**config.mk**
```make
export PLATFORM = sky130hd
export DESIGN_NAME = regwin_top
export DESIGN_NICKNAME = d
export VERILOG_FILES = /design/src/rtl/regwin_pkg.sv /design/src/rtl/regwin_index.sv /design/src/rtl/regwin_mailbox.sv /design/src/rtl/regwin_top.sv
export SDC_FILE = /design/constraint.sdc
export NUM_CORES = 1
export LEC_CHECK = 0
export ABC_AREA = 1
export BUFFER_PORTS_ARGS = -buffer_cell sky130_fd_sc_hd__buf_2
export CORE_MARGIN = 1
export CORE_UTILIZATION = 46
export CTS_CLUSTER_DIAMETER = 200
export CTS_CLUSTER_SIZE = 16
export DETAILED_ROUTE_END_ITERATION = 16
export PLACE_DENSITY_LB_ADDON = 0.3
export SLEW_MARGIN = 20
export SYNTH_ARGS = -nofsm -noshare
export SYNTH_HDL_FRONTEND = slang
export SYNTH_SLANG_ARGS = --single-unit
```
**constraint.sdc**
```tcl
create_clock -name clk -period 4.31 [get_ports clk]
set_clock_uncertainty 0.15 [all_clocks]
set_input_delay 0.6465 -clock clk [delete_from_list [all_inputs] [get_ports clk]]
set_output_delay 0.6465 -clock clk [all_outputs]
set_load 0.005 [all_outputs]
```
**src/rtl/regwin_pkg.sv**
```systemverilog
package regwin_pkg;

   localparam int unsigned BYTE_W = 8;

   typedef enum logic [1:0] {
      PS_DATA  = 2'd0,
      PS_INDEX = 2'd1,
      PS_CTRL  = 2'd2,
      PS_RSVD  = 2'd3
   } port_sel_e;

endpackage

```
**src/rtl/regwin_index.sv**
```systemverilog
module regwin_index #(
   parameter int unsigned AW = 7
) (
   input  logic          clk,
   input  logic          rst_n,
   input  logic          load,
   input  logic [AW:0]   load_val,
   input  logic          step,
   output logic [AW:0]   idx_q
);

   localparam logic [AW-1:0] ONE = AW'(1);

   always_ff @(posedge clk) begin
      if (!rst_n)
         idx_q <= '0;
      else if (load)
         idx_q <= load_val;
      else if (step && idx_q[AW])
         idx_q <= {1'b1, idx_q[AW-1:0] + ONE};
   end

   // one step per data access, bit 7 kept
   assert_autoinc_step_R3: assert property (@(posedge clk) disable iff (!rst_n)
      (step && !load && idx_q[AW]) |=> (idx_q[AW] && idx_q[AW-1:0] == $past(idx_q[AW-1:0]) + ONE));

   // top of the space wraps to the bottom with bit 7 still set
   assert_wrap_R4: assert property (@(posedge clk) disable iff (!rst_n)
      (step && !load && (&idx_q)) |=> (idx_q == {1'b1, {AW{1'b0}}}));

   // no movement with bit 7 clear
   assert_no_step_R10: assert property (@(posedge clk) disable iff (!rst_n)
      (!load && !idx_q[AW]) |=> $stable(idx_q));

endmodule

```
**src/rtl/regwin_mailbox.sv**
```systemverilog
module regwin_mailbox #(
   parameter int unsigned AW    = 7,
   parameter int unsigned DW    = 8,
   parameter int unsigned BASE  = 16,
   parameter int unsigned DEPTH = 16
) (
   input  logic          clk,
   input  logic          rst_n,
   input  logic          rf_wr,
   input  logic          rf_rd,
   input  logic [AW-1:0] rf_addr,
   input  logic [DW-1:0] rf_wdata,
   output logic [DW-1:0] rf_rdata
);

   logic [DW-1:0] slot_rd [DEPTH];

   for (genvar i = 0; i < DEPTH; i++) begin : g_slot
      localparam int unsigned SLOT_ADDR = BASE + i;
      logic          hit;
      logic [DW-1:0] entry_q;

      assign hit = (rf_addr == SLOT_ADDR[AW-1:0]);

      always_ff @(posedge clk) begin
         if (!rst_n)
            entry_q <= '0;
         else if (rf_wr && hit)
            entry_q <= rf_wdata;
      end

      assign slot_rd[i] = hit ? entry_q : '0;
   end

   always_comb begin
      rf_rdata = '0;
      for (int k = 0; k < DEPTH; k++)
         rf_rdata = rf_rdata | slot_rd[k];
      if (!rf_rd)
         rf_rdata = '0;
   end

endmodule

```
**src/rtl/regwin_top.sv**
```systemverilog
module regwin_top #(
   parameter int unsigned AW        = 7,
   parameter int unsigned MBOX_BASE = 16,
   parameter int unsigned MBOX_DEPTH = 16,
   parameter logic [7:0]  CTL_WMASK = 8'h10
) (
   input  logic       clk,
   input  logic       rst_n,
   input  logic       lp_cs,
   input  logic       lp_we,
   input  logic [1:0] lp_port,
   input  logic [7:0] lp_wdata,
   output logic [7:0] lp_rdata,
   output logic [7:0] ctl_q
);
   import regwin_pkg::*;

   localparam int unsigned DW       = BYTE_W;
   localparam int unsigned MBOX_END = MBOX_BASE + MBOX_DEPTH;

   if (AW + 1 != DW) begin : g_bad_aw
      $error("index width must be one less than the data width");
   end
   if (MBOX_END > (1 << AW)) begin : g_bad_mbox
      $error("mailbox does not fit the register space");
   end

   port_sel_e     sel;
   logic          cs_q;
   logic          start;
   logic          data_acc;
   logic          rf_wr, rf_rd;
   logic [AW-1:0] rf_addr;
   logic [DW-1:0] rf_rdata;
   logic [AW:0]   idx_q;
   logic          idx_load;

   assign sel      = port_sel_e'(lp_port);
   assign start    = lp_cs && !cs_q;
   assign data_acc = start && (sel == PS_DATA);
   assign rf_wr    = data_acc && lp_we;
   assign rf_rd    = data_acc && !lp_we;
   assign rf_addr  = idx_q[AW-1:0];
   assign idx_load = start && lp_we && (sel == PS_INDEX);

   always_ff @(posedge clk) begin
      if (!rst_n)
         cs_q <= 1'b0;
      else
         cs_q <= lp_cs;
   end

   regwin_index #(.AW(AW)) u_index (
      .clk      (clk),
      .rst_n    (rst_n),
      .load     (idx_load),
      .load_val (lp_wdata),
      .step     (data_acc),
      .idx_q    (idx_q)
   );

   regwin_mailbox #(
      .AW    (AW),
      .DW    (DW),
      .BASE  (MBOX_BASE),
      .DEPTH (MBOX_DEPTH)
   ) u_mbox (
      .clk      (clk),
      .rst_n    (rst_n),
      .rf_wr    (rf_wr),
      .rf_rd    (rf_rd),
      .rf_addr  (rf_addr),
      .rf_wdata (lp_wdata),
      .rf_rdata (rf_rdata)
   );

   always_ff @(posedge clk) begin
      if (!rst_n)
         ctl_q <= '0;
      else if (start && lp_we && sel == PS_CTRL)
         ctl_q <= lp_wdata & CTL_WMASK;
   end

   always_ff @(posedge clk) begin
      if (!rst_n)
         lp_rdata <= '0;
      else if (start && !lp_we) begin
         unique case (sel)
            PS_DATA:  lp_rdata <= rf_rdata;
            PS_INDEX: lp_rdata <= idx_q;
            PS_CTRL:  lp_rdata <= ctl_q;
            default:  lp_rdata <= '0;
         endcase
      end
   end

   // later cycles of a held strobe move nothing
   assert_held_strobe_R9: assert property (@(posedge clk) disable iff (!rst_n)
      (lp_cs && cs_q) |=> ($stable(idx_q) && $stable(lp_rdata) && $stable(ctl_q)));

   // undefined back-end address returns zero
   assert_undef_zero_R7: assert property (@(posedge clk) disable iff (!rst_n)
      (rf_rd && (rf_addr < AW'(MBOX_BASE) || 32'(rf_addr) >= MBOX_END)) |-> (rf_rdata == '0));

   // reserved port reads as zero
   assert_rsvd_read_R1: assert property (@(posedge clk) disable iff (!rst_n)
      (start && !lp_we && sel == PS_RSVD) |=> (lp_rdata == '0));

   // bits outside the mask never become set
   assert_ctl_mask_R11: assert property (@(posedge clk) disable iff (!rst_n)
      1'b1 |=> ((ctl_q & ~CTL_WMASK) == '0));

endmodule

```
Word level (Yosys, flattened, before mapping)
Cells that the tools add are included.
- bits in registers: 146
- logic and storage cells: 103
- RAM bits: 0
- input port bits: 14
- ROM bits: 0
- latch bits: 0
- memories kept: 0
- shift-type cells: 0
- bitwise logic cells: 15
- add/subtract/negate cells: 1
- $mul: 0
- equality and inequality tests: 18
- reduce and logical (&&, ||, !) cells: 29
- divide/modulo/power cells: 0
- muxes and demuxes: 20
- magnitude comparators: 0
- operators by type and width (kind ; number):
    8-bit 2-to-1 mux ; 19
    8-bit bitwise OR ; 15
    7-bit by 5-bit equality test with 1-bit output, second input constant ; 16
    1-bit logical AND ; 25
    8-bit case mux with 3 select lines ; 1
    7-bit by 1-bit adder with 7-bit output, second input constant ; 1
    2-bit by 1-bit equality test with 1-bit output, second input constant ; 1
    2-bit equality test, second input constant ; 1
    1-bit logical NOT ; 2
    2-bit logical NOT ; 1
    2-bit nonzero test ; 1

Longest topological paths before layout
Gate-level depths: netlist of run 1.
- depth in word-level cells: 19
- depth in mapped cells: 13

Cells and area by module
From an unflattened synthesis of run 1, not the netlist that was laid out.
- cells, all modules: 1037
- area, all modules: 7658.6 um^2
- modules (own cells, without submodules) (module ; area each (um^2) ; seq. area each (um^2) ; times used ; cells each):
    regwin_mailbox ; 6578.8 ; 2562.5 ; 1 ; 871
    regwin_top ; 576.8 ; 200.2 ; 1 ; 91
    regwin_index ; 503.0 ; 160.2 ; 1 ; 75

Worst setup path before layout of run 1
No wires, ideal clock.
- kind: input -> register
- start: in lp_cs
- end: reg u_mbox.g_slot[2].entry_q[4]
- required time: 4.041 ns
- library setup time: 0.119 ns
- arrival: 1.710 ns
- setup slack: 2.331 ns
- cell stages on the path: 12
- cells stage by stage: inv_1 > nor2_1 > inv_1 > nor2_4 > inv_2 > nor2_8 > buf_12 > inv_6 > nor2_8 > inv_1 > o21ai_0 > a21oi_1
- longest elaborated chain between the ends: 4
- ends and longest elaborated chain (item ; line ; source):
    start, declared ; regwin_top.sv:9 ; input logic lp_cs,
    1-bit logical AND ; regwin_top.sv:39 ; assign start = lp_cs && !cs_q;
    1-bit logical AND ; regwin_top.sv:40 ; assign data_acc = start && (sel == PS_DATA);
    1-bit logical AND ; regwin_top.sv:41 ; assign rf_wr = data_acc && lp_we;
    1-bit logical AND ; regwin_mailbox.sv:28 ; else if (rf_wr && hit)
    end signal, assigned ; regwin_mailbox.sv:29 ; entry_q <= rf_wdata;
    end, declared ; regwin_mailbox.sv:21 ; logic [DW-1:0] entry_q;
Every way passes these cells.
A chain may end at the register's enable or synchronous reset.

Worst setup path after layout of run 1
- start: reg u_index.idx_q[5]
- end: reg lp_rdata[6]
- longest elaborated chain between the ends: 19
- ends and longest elaborated chain (item ; line ; source):
    start, declared ; regwin_index.sv:9 ; output logic [AW:0] idx_q
    start signal, assigned ; regwin_index.sv:18 ; idx_q <= load_val;
    start signal, assigned ; regwin_index.sv:20 ; idx_q <= {1'b1, idx_q[AW-1:0] + ONE};
    7-bit by 5-bit equality test with 1-bit output ; regwin_mailbox.sv:23 ; assign hit = (rf_addr == SLOT_ADDR[AW-1:0]);
    8-bit 2-to-1 mux ; regwin_mailbox.sv:32 ; assign slot_rd[i] = hit ? entry_q : '0;
    8-bit bitwise OR (14 in a row) ; regwin_mailbox.sv:38 ; rf_rdata = rf_rdata | slot_rd[k];
    8-bit bitwise OR (*) ; regwin_mailbox.sv:38 ;
    8-bit 2-to-1 mux (*) ; regwin_mailbox.sv:39 ; if (!rf_rd)
    8-bit case mux with 3 select lines (*) ; regwin_top.sv:88 ; unique case (sel)
    end signal, assigned ; regwin_top.sv:89 ; PS_DATA: lp_rdata <= rf_rdata;
    end signal, assigned ; regwin_top.sv:90 ; PS_INDEX: lp_rdata <= idx_q;
    end signal, assigned ; regwin_top.sv:91 ; PS_CTRL: lp_rdata <= ctl_q;
    end, declared ; regwin_top.sv:13 ; output logic [7:0] lp_rdata,
Every way passes the cells marked *; elsewhere a longest branch is shown, timed or not.

==> results of run 1 <==
==> state kept, by name (all words and copies together) (netlist names) <==
name and cells:
u_mbox.g_slot.entry_q 128, lp_rdata 8, u_index.idx_q 8, cs_q 1, ctl_q 1
==> power by group through the flow <==
stage | combinational [mW] | clock, mW | sequential, mW
finish | 0.109 | 1.38 | 1.36
global route | 0.118 | 1.46 | 1.36
CTS | 0.108 | 1.39 | 1.36
detailed placement | 0.107 | 0 | 1.39
global placement | 0.107 | 0 | 1.39
floorplan | 0.0775 | 0 | 1.38
==> cell usage in the layout (no fill, tap or decap) <==
master      instances
nor2_1            103
o22ai_1             1
dfxtp_1           146
nand2_1           185
inv_2              12
buf_2              21
xnor2_1             1
xor2_1              4
o211ai_1            1
clkinv_1            6
conb_1              7
inv_6               1
nand2_2             4
inv_1              25
nand3_2             6
o221ai_1            2
o21ai_1            15
nor2_8              2
a31oi_1             1
clkbuf_1            6
a211oi_1            1
ha_1                4
nand2_4             8
clkinv_2           11
o21ai_0           130
clkbuf_8            3
nor2_4              5
buf_4               3
nand3_1            73
nand3_4             1
bufinv_16           1
clkinvlp_4          1
a21oi_1           110
nor3_1              2
nor2_2             16
clkbuf_16          17
==> path summary, 6_finish.rpt <==
| kind | startpoint | end | slack, ns | cells past startpoint |
|---|---|---|---|---|
| setup / recovery | u_index.idx_q[5] | lp_rdata[6] | 1.64 | 12 |
| setup reg to reg | u_index.idx_q[5] | lp_rdata[6] | 1.64 | 12 |
| hold / removal | lp_cs | cs_q | 0.27 | 3 |
| hold reg to reg | u_mbox.g_slot[2].entry_q[4] | u_mbox.g_slot[2].entry_q[4] | 0.30 | 2 |
==> layer usage <==
layer,global-route usage [%],part of all wire (%),up-vias
li1,-,-,3051
met1,33.1,46,2798
met2,37.6,45,184
met3,6.09,5.7,38
met4,10.7,2.9,0
met5,0,0,-
==> per-stage QoR <==
| stage | util (%) | setup slack, ns | hold slack [ns] |
|---|---|---|---|
| CTS | 51.9 | 1.67 | 0.261 |
| finish | 51.9 | 1.64 | 0.269 |
| global placement | 48.0 | 1.70 | 0.293 |
| floorplan | - | 2.33 | 0.275 |
| detailed placement | 48.0 | 1.72 | 0.291 |
| global route | 51.9 | 1.35 | 0.291 |
==> logic make-up after synthesis <==
| group | Yosys count | synth area share, % |
|---|---|---|
| other | 1 | 0.0554 |
| buffers and inverters | 107 | 8.56 |
| AOI/OAI and AO/OA | 261 | 19.5 |
| and+or+nand+nor | 405 | 27.3 |
| xor gates and xnor gates | 5 | 0.647 |
| adders and majority gates | 4 | 0.740 |
| DFF | 146 | 43.2 |
==> final cells by class <==
type / instances / area, um2 / area share, %
Multi-Input combinational cell: 682 / 3290 / 44.9
Sequential cell: 146 / 2920 / 40.0
Clock buffer: 26 / 489 / 6.69
Tap cell: 180 / 225 / 3.08
Inverter: 52 / 210 / 2.87
Timing Repair Buffer: 24 / 128 / 1.74
Clock inverter: 5 / 52.6 / 0.718
==> worst reg2reg max path: cells and delay by family (launching register included) <==
kind,cells,cell delay [ns]
flip-flops,1,0.32
AO/OA/AOI/OAI,2,0.21
buffers and inverters,2,0.60
AND/OR/NAND/NOR,8,1.32
==> flow_metrics.tcl, run 1 <==
set metrics [dict create \
    status "finished clean" \
    peakVddDrop_uv 296 \
    cts-root-buf "clkbuf_16" \
    layout-area-overhead-vs-synth_pct 8.10 \
    grt_antenna_before_repair 0 \
    slew_viol_final 0 \
    cts.clk_slew.worst_paths_ns 0.05 \
    firstDrtPassIters 5 \
    final_area_mm2 0.00731 \
    cts_hold_buf 0 \
    seq_area_frac_synth_pct 43.2 \
    syn-cell-area_mm2 0.00677 \
    grt_pass1_wl_um 28200 \
    grt_max_degree 90 \
    p_comb_share_pct 3.8 \
    fin_nets 941 \
    row_count 43 \
    powerDensity_mw_per_mm2 389 \
    clk_latency_ns 0.42 \
    synth_top_area_share_pct 43.2 \
    drive_gt1_share_pct 12.0 \
    gp_congestion 0.846 \
    setup_viol_count_final 0 \
    crit_path_top_delay_cell "nor2_4" \
    drt_iter0_markers 559 \
    rsz0062_at_grt "false" \
    routedWlPerCell_um 15.7 \
    clock_path_buffers 2 \
    cp-start-kind "flip-flop" \
    hp-class "in -> reg" \
    cpPeakStageDelay_ns 0.70 \
    leakagePower_nw 3.26 \
    ys_ff_latch 146 \
    tritoncts "built" \
    post-route-period-util_pct 61.9 \
    cts_setup_buffers 0 \
    max_freq_mhz 375 \
    dpl_cell_area_mm2 0.00677 \
    worstPathMaxFanout 39 \
    grt.total_usage_pct 24.7 \
    dp_cells 1084 \
    grt_pass1_vias 5386 \
    maxCapViolCount 0 \
    cts_buffers 17 \
    synth_top_area_cell "dfxtp_1" \
    synth_edf_count 0 \
    io_pins 30 \
    clock_power_share_pct 48.5 \
    fp.dieH_um 123 \
    n_fill_cell 1383 \
    worstSetupEndpointType "flip-flop" \
    fin_tns_setup_ns 0 \
    cpMostUsedCell "nand2_1" \
    critical-path-top-delay-family "simple AND/OR/NAND/NOR gates" \
    finalNonFillerCells 1115 \
    tightest_slew_ns 0.920 \
    power_switching_mw 0.639 \
    finalHoldViolCount 0 \
    crit_buf_inv 2 \
    die_area_mm2 0.0152 \
    p_int_mw 2.21 \
    syn_area_per_cell_um2 7.28 \
    synthTopCellsByArea "dfxtp_1, nand2_1, o21ai_0" \
    switching_share_pct 22.4 \
    seq_power_share_pct 47.6 \
    syn_inst 929 \
    path_class "reg -> reg" \
    slew_headroom_pct 38.5 \
    cts.sinks 146 \
    drc 0 \
    synth_async_sr_flop_share_pct 0 \
    start_util_pct 48.0 \
    synth_most_common_cell "nand2_1" \
    vias 6071 \
    antenna_left 0 \
    cp_data_arrival_time_ns 2.86 \
    htreeDepth 4 \
    antenna_cells 0 \
    portBuffers 22 \
    ys.flop_type "dfxtp_1" \
    ys_types 34 \
    viasPerCell 5.44 \
    grt.overflow.total 0 \
    wirelength_um 17500 \
    cp_cell_sequence "inv_2, nand2_1, nor2_4, buf_4, nand3_1, nand2_1, nor2_1, nand2_1, o21ai_1, nand2_1, nand2_1, a21oi_1" \
    core_area_mm2 0.0141 \
    crit_required_ns 4.50 \
    p_total_mw 2.85 \
    hpwl_um 11100 \
    timing.final.crit_period_ns 2.67 \
    yosys_warnings 0 \
    die_w_um 123 \
    cts_resized 0 \
    synth_commonest_cells "nand2_1, dfxtp_1, o21ai_0" \
]
No activity file was read; power rests on OpenSTA's default activity.
==> run 2, diff against run 1 <==
==> constraint.sdc (replaced) <==
create_clock -name clk -period 2.48 [get_ports clk]
set_clock_uncertainty 0.15 [all_clocks]
set_input_delay 0.372 -clock clk [delete_from_list [all_inputs] [get_ports clk]]
set_output_delay 0.372 -clock clk [all_outputs]
set_load 0.005 [all_outputs]
==> flow_metrics.tcl, run 2 (synthesized netlist as in run 1, its figures left out) <==
set metrics [dict create \
    status "finished clean" \
    hp-class "in -> reg" \
    viasPerCell 5.33 \
    cp_data_arrival_time_ns 2.47 \
    mostFrequentLayoutCells "nand2_1, dfxtp_1, o21ai_0" \
    io_pins 30 \
    grt_pass1_wl_um 27900 \
    core_area_mm2 0.0141 \
    grt_antenna_before_repair 0 \
    antenna_cells 0 \
    hpwl_um 11500 \
    grt.total_usage_pct 24.6 \
    worstPathMaxFanout 14 \
    grt.overflow.total 0 \
    grt_pass1_vias 5237 \
    fin_tns_setup_ns 0 \
    tritoncts "built" \
    maxCapViolCount 0 \
    place_ws_ns 0.295 \
    cp-start-kind "input pin" \
    crit_required_ns 2.67 \
    finalHoldViolCount 0 \
    crit_path_top_delay_cell "dlygate4sd3_1" \
    cpPeakStageDelay_ns 0.52 \
    critical-path-top-delay-family "buffers and inverters" \
    fin_ws_ns 0.208 \
    top_regs "u_mbox.g_slot.entry_q (128), lp_rdata (8), u_index.idx_q (8)" \
    cpMostUsedCell "inv_1" \
    antenna_left 0 \
    cts.clk_slew.worst_paths_ns 0.06 \
    grt_max_degree 64 \
    drt_iter0_markers 588 \
    cts-root-buf "clkbuf_16" \
    clock_path_buffers 2 \
    largest_register_ffs 128 \
    wirelength_um 17700 \
    n_fill_cell 1354 \
    rsz0062_at_grt "false" \
    crit_buf_inv 7 \
    cts_buffers 17 \
    gp_congestion 0.923 \
    cts.sinks 146 \
    slew_viol_final 0 \
    portBuffers 22 \
    worstSetupEndpointType "flip-flop" \
    fp.dieH_um 123 \
    routedWlPerCell_um 15.6 \
    cp_cell_sequence "dlygate4sd3_1, buf_2, inv_1, nor2_1, inv_1, nor2_4, inv_2, nor2_8, buf_4, nand2_4, clkinv_2, o21ai_0, a21oi_1" \
    die_w_um 123 \
    tightest_slew_ns 0.889 \
    layout-area-overhead-vs-synth_pct 11.8 \
    start_util_pct 48.0 \
    max_freq_mhz 440 \
    row_count 43 \
    post-route-period-util_pct 91.6 \
    vias 6034 \
    drive_gt1_share_pct 13.8 \
    drc 0 \
    clk_latency_ns 0.42 \
    peakVddDrop_uv 478 \
    largest-register "u_mbox.g_slot.entry_q" \
    die_area_mm2 0.0152 \
    timing.final.crit_period_ns 2.27 \
    leakagePower_nw 3.39 \
    setup_viol_count_final 0 \
    layout_commonest_cell "nand2_1" \
    path_class "in -> reg" \
    htreeDepth 4 \
    slew_headroom_pct 40.7 \
    firstDrtPassIters 6 \
    powerDensity_mw_per_mm2 719 \
    utilization_pct 53.7 \
    fin_nets 957 \
]
[run 2: changes by cell type in the layout (fill, tap and decap cells not counted)]
cell	change
clkbuf_8	+1
clkinv_2	-3
buf_4	+15
dlygate4sd3_1	+1
clkinvlp_4	+2
nor2_2	-1
bufinv_16	+4
nor2_4	+1
clkbuf_1	-3
[run 2: worst register-to-register path: cells and delay by family, from the launching register on]
kind	cells	cell delay [ns]
adders and majority gates	1	0.22
and+or+nand+nor	8	1.08
DFF	1	0.37
buffers and inverters	1	0.14
AOI/OAI and AO/OA	2	0.22
[run 2: through the flow]
step,hold WS [ns],instances,power (mW),area (um2)
after floorplan,0.275,935,2.54,6790
after global placement,0.300,1099,2.61,6890
after detailed placement,0.297,1099,2.61,6890
after CTS,0.132,1132,5.45,7560
after global routing,0.140,1132,5.60,7560
final,0.144,1132,5.44,7560
[run 2: path summary, 6_finish.rpt]
| path | start | to | slack, ns | cells after the start |
|---|---|---|---|---|
| setup / recovery | lp_cs | u_mbox.g_slot[6].entry_q[5] | 0.21 | 13 |
| hold / removal | lp_port[1] | ctl_q[4] | 0.14 | 3 |
| setup reg to reg | u_index.idx_q[0] | lp_rdata[1] | 0.23 | 12 |
| hold reg to reg | u_mbox.g_slot[2].entry_q[7] | u_mbox.g_slot[2].entry_q[7] | 0.31 | 2 |
[run 2: metal layers]
| layer | wire, um | vias up | GRT usage (%) |
|---|---|---|---|
| li1 | - | 3087 | - |
| met1 | 8640 | 2745 | 35.2 |
| met5 | 0 | - | 0 |
| met3 | 995 | 24 | 5.72 |
| met2 | 7560 | 178 | 35.5 |
| met4 | 501 | 0 | 9.94 |
[run 2: final cells by class]
| type | count | area, um2 | share of cell area (%) |
|---|---|---|---|
| multi-input combinational | 682 | 3290 | 43.5 |
| sequential | 146 | 2920 | 38.6 |
| clock buffer | 24 | 492 | 6.50 |
| timing repair buffer | 40 | 250 | 3.31 |
| tap | 180 | 225 | 2.98 |
| inverter | 52 | 210 | 2.78 |
| clock inverter | 8 | 173 | 2.28 |
[run 2: timing repair]
| action | 4_1_cts | 5_1_grt |
|---|---|---|
| setup endpoints to repair | 0 | 1 |
| resized for setup | 0 | 1 |
| endpoints found under the hold margin | 1 | 0 |
| hold buffers | 1 | 0 |
| buffers inserted | 0 | 0 |
[run 2: where the power goes]
group / switching [mW] / internal [mW]
Combinational: 0.158 / 0.0483
Clock: 0.978 / 1.89
Sequential: 0.00674 / 2.35
Total: 1.14 / 4.29
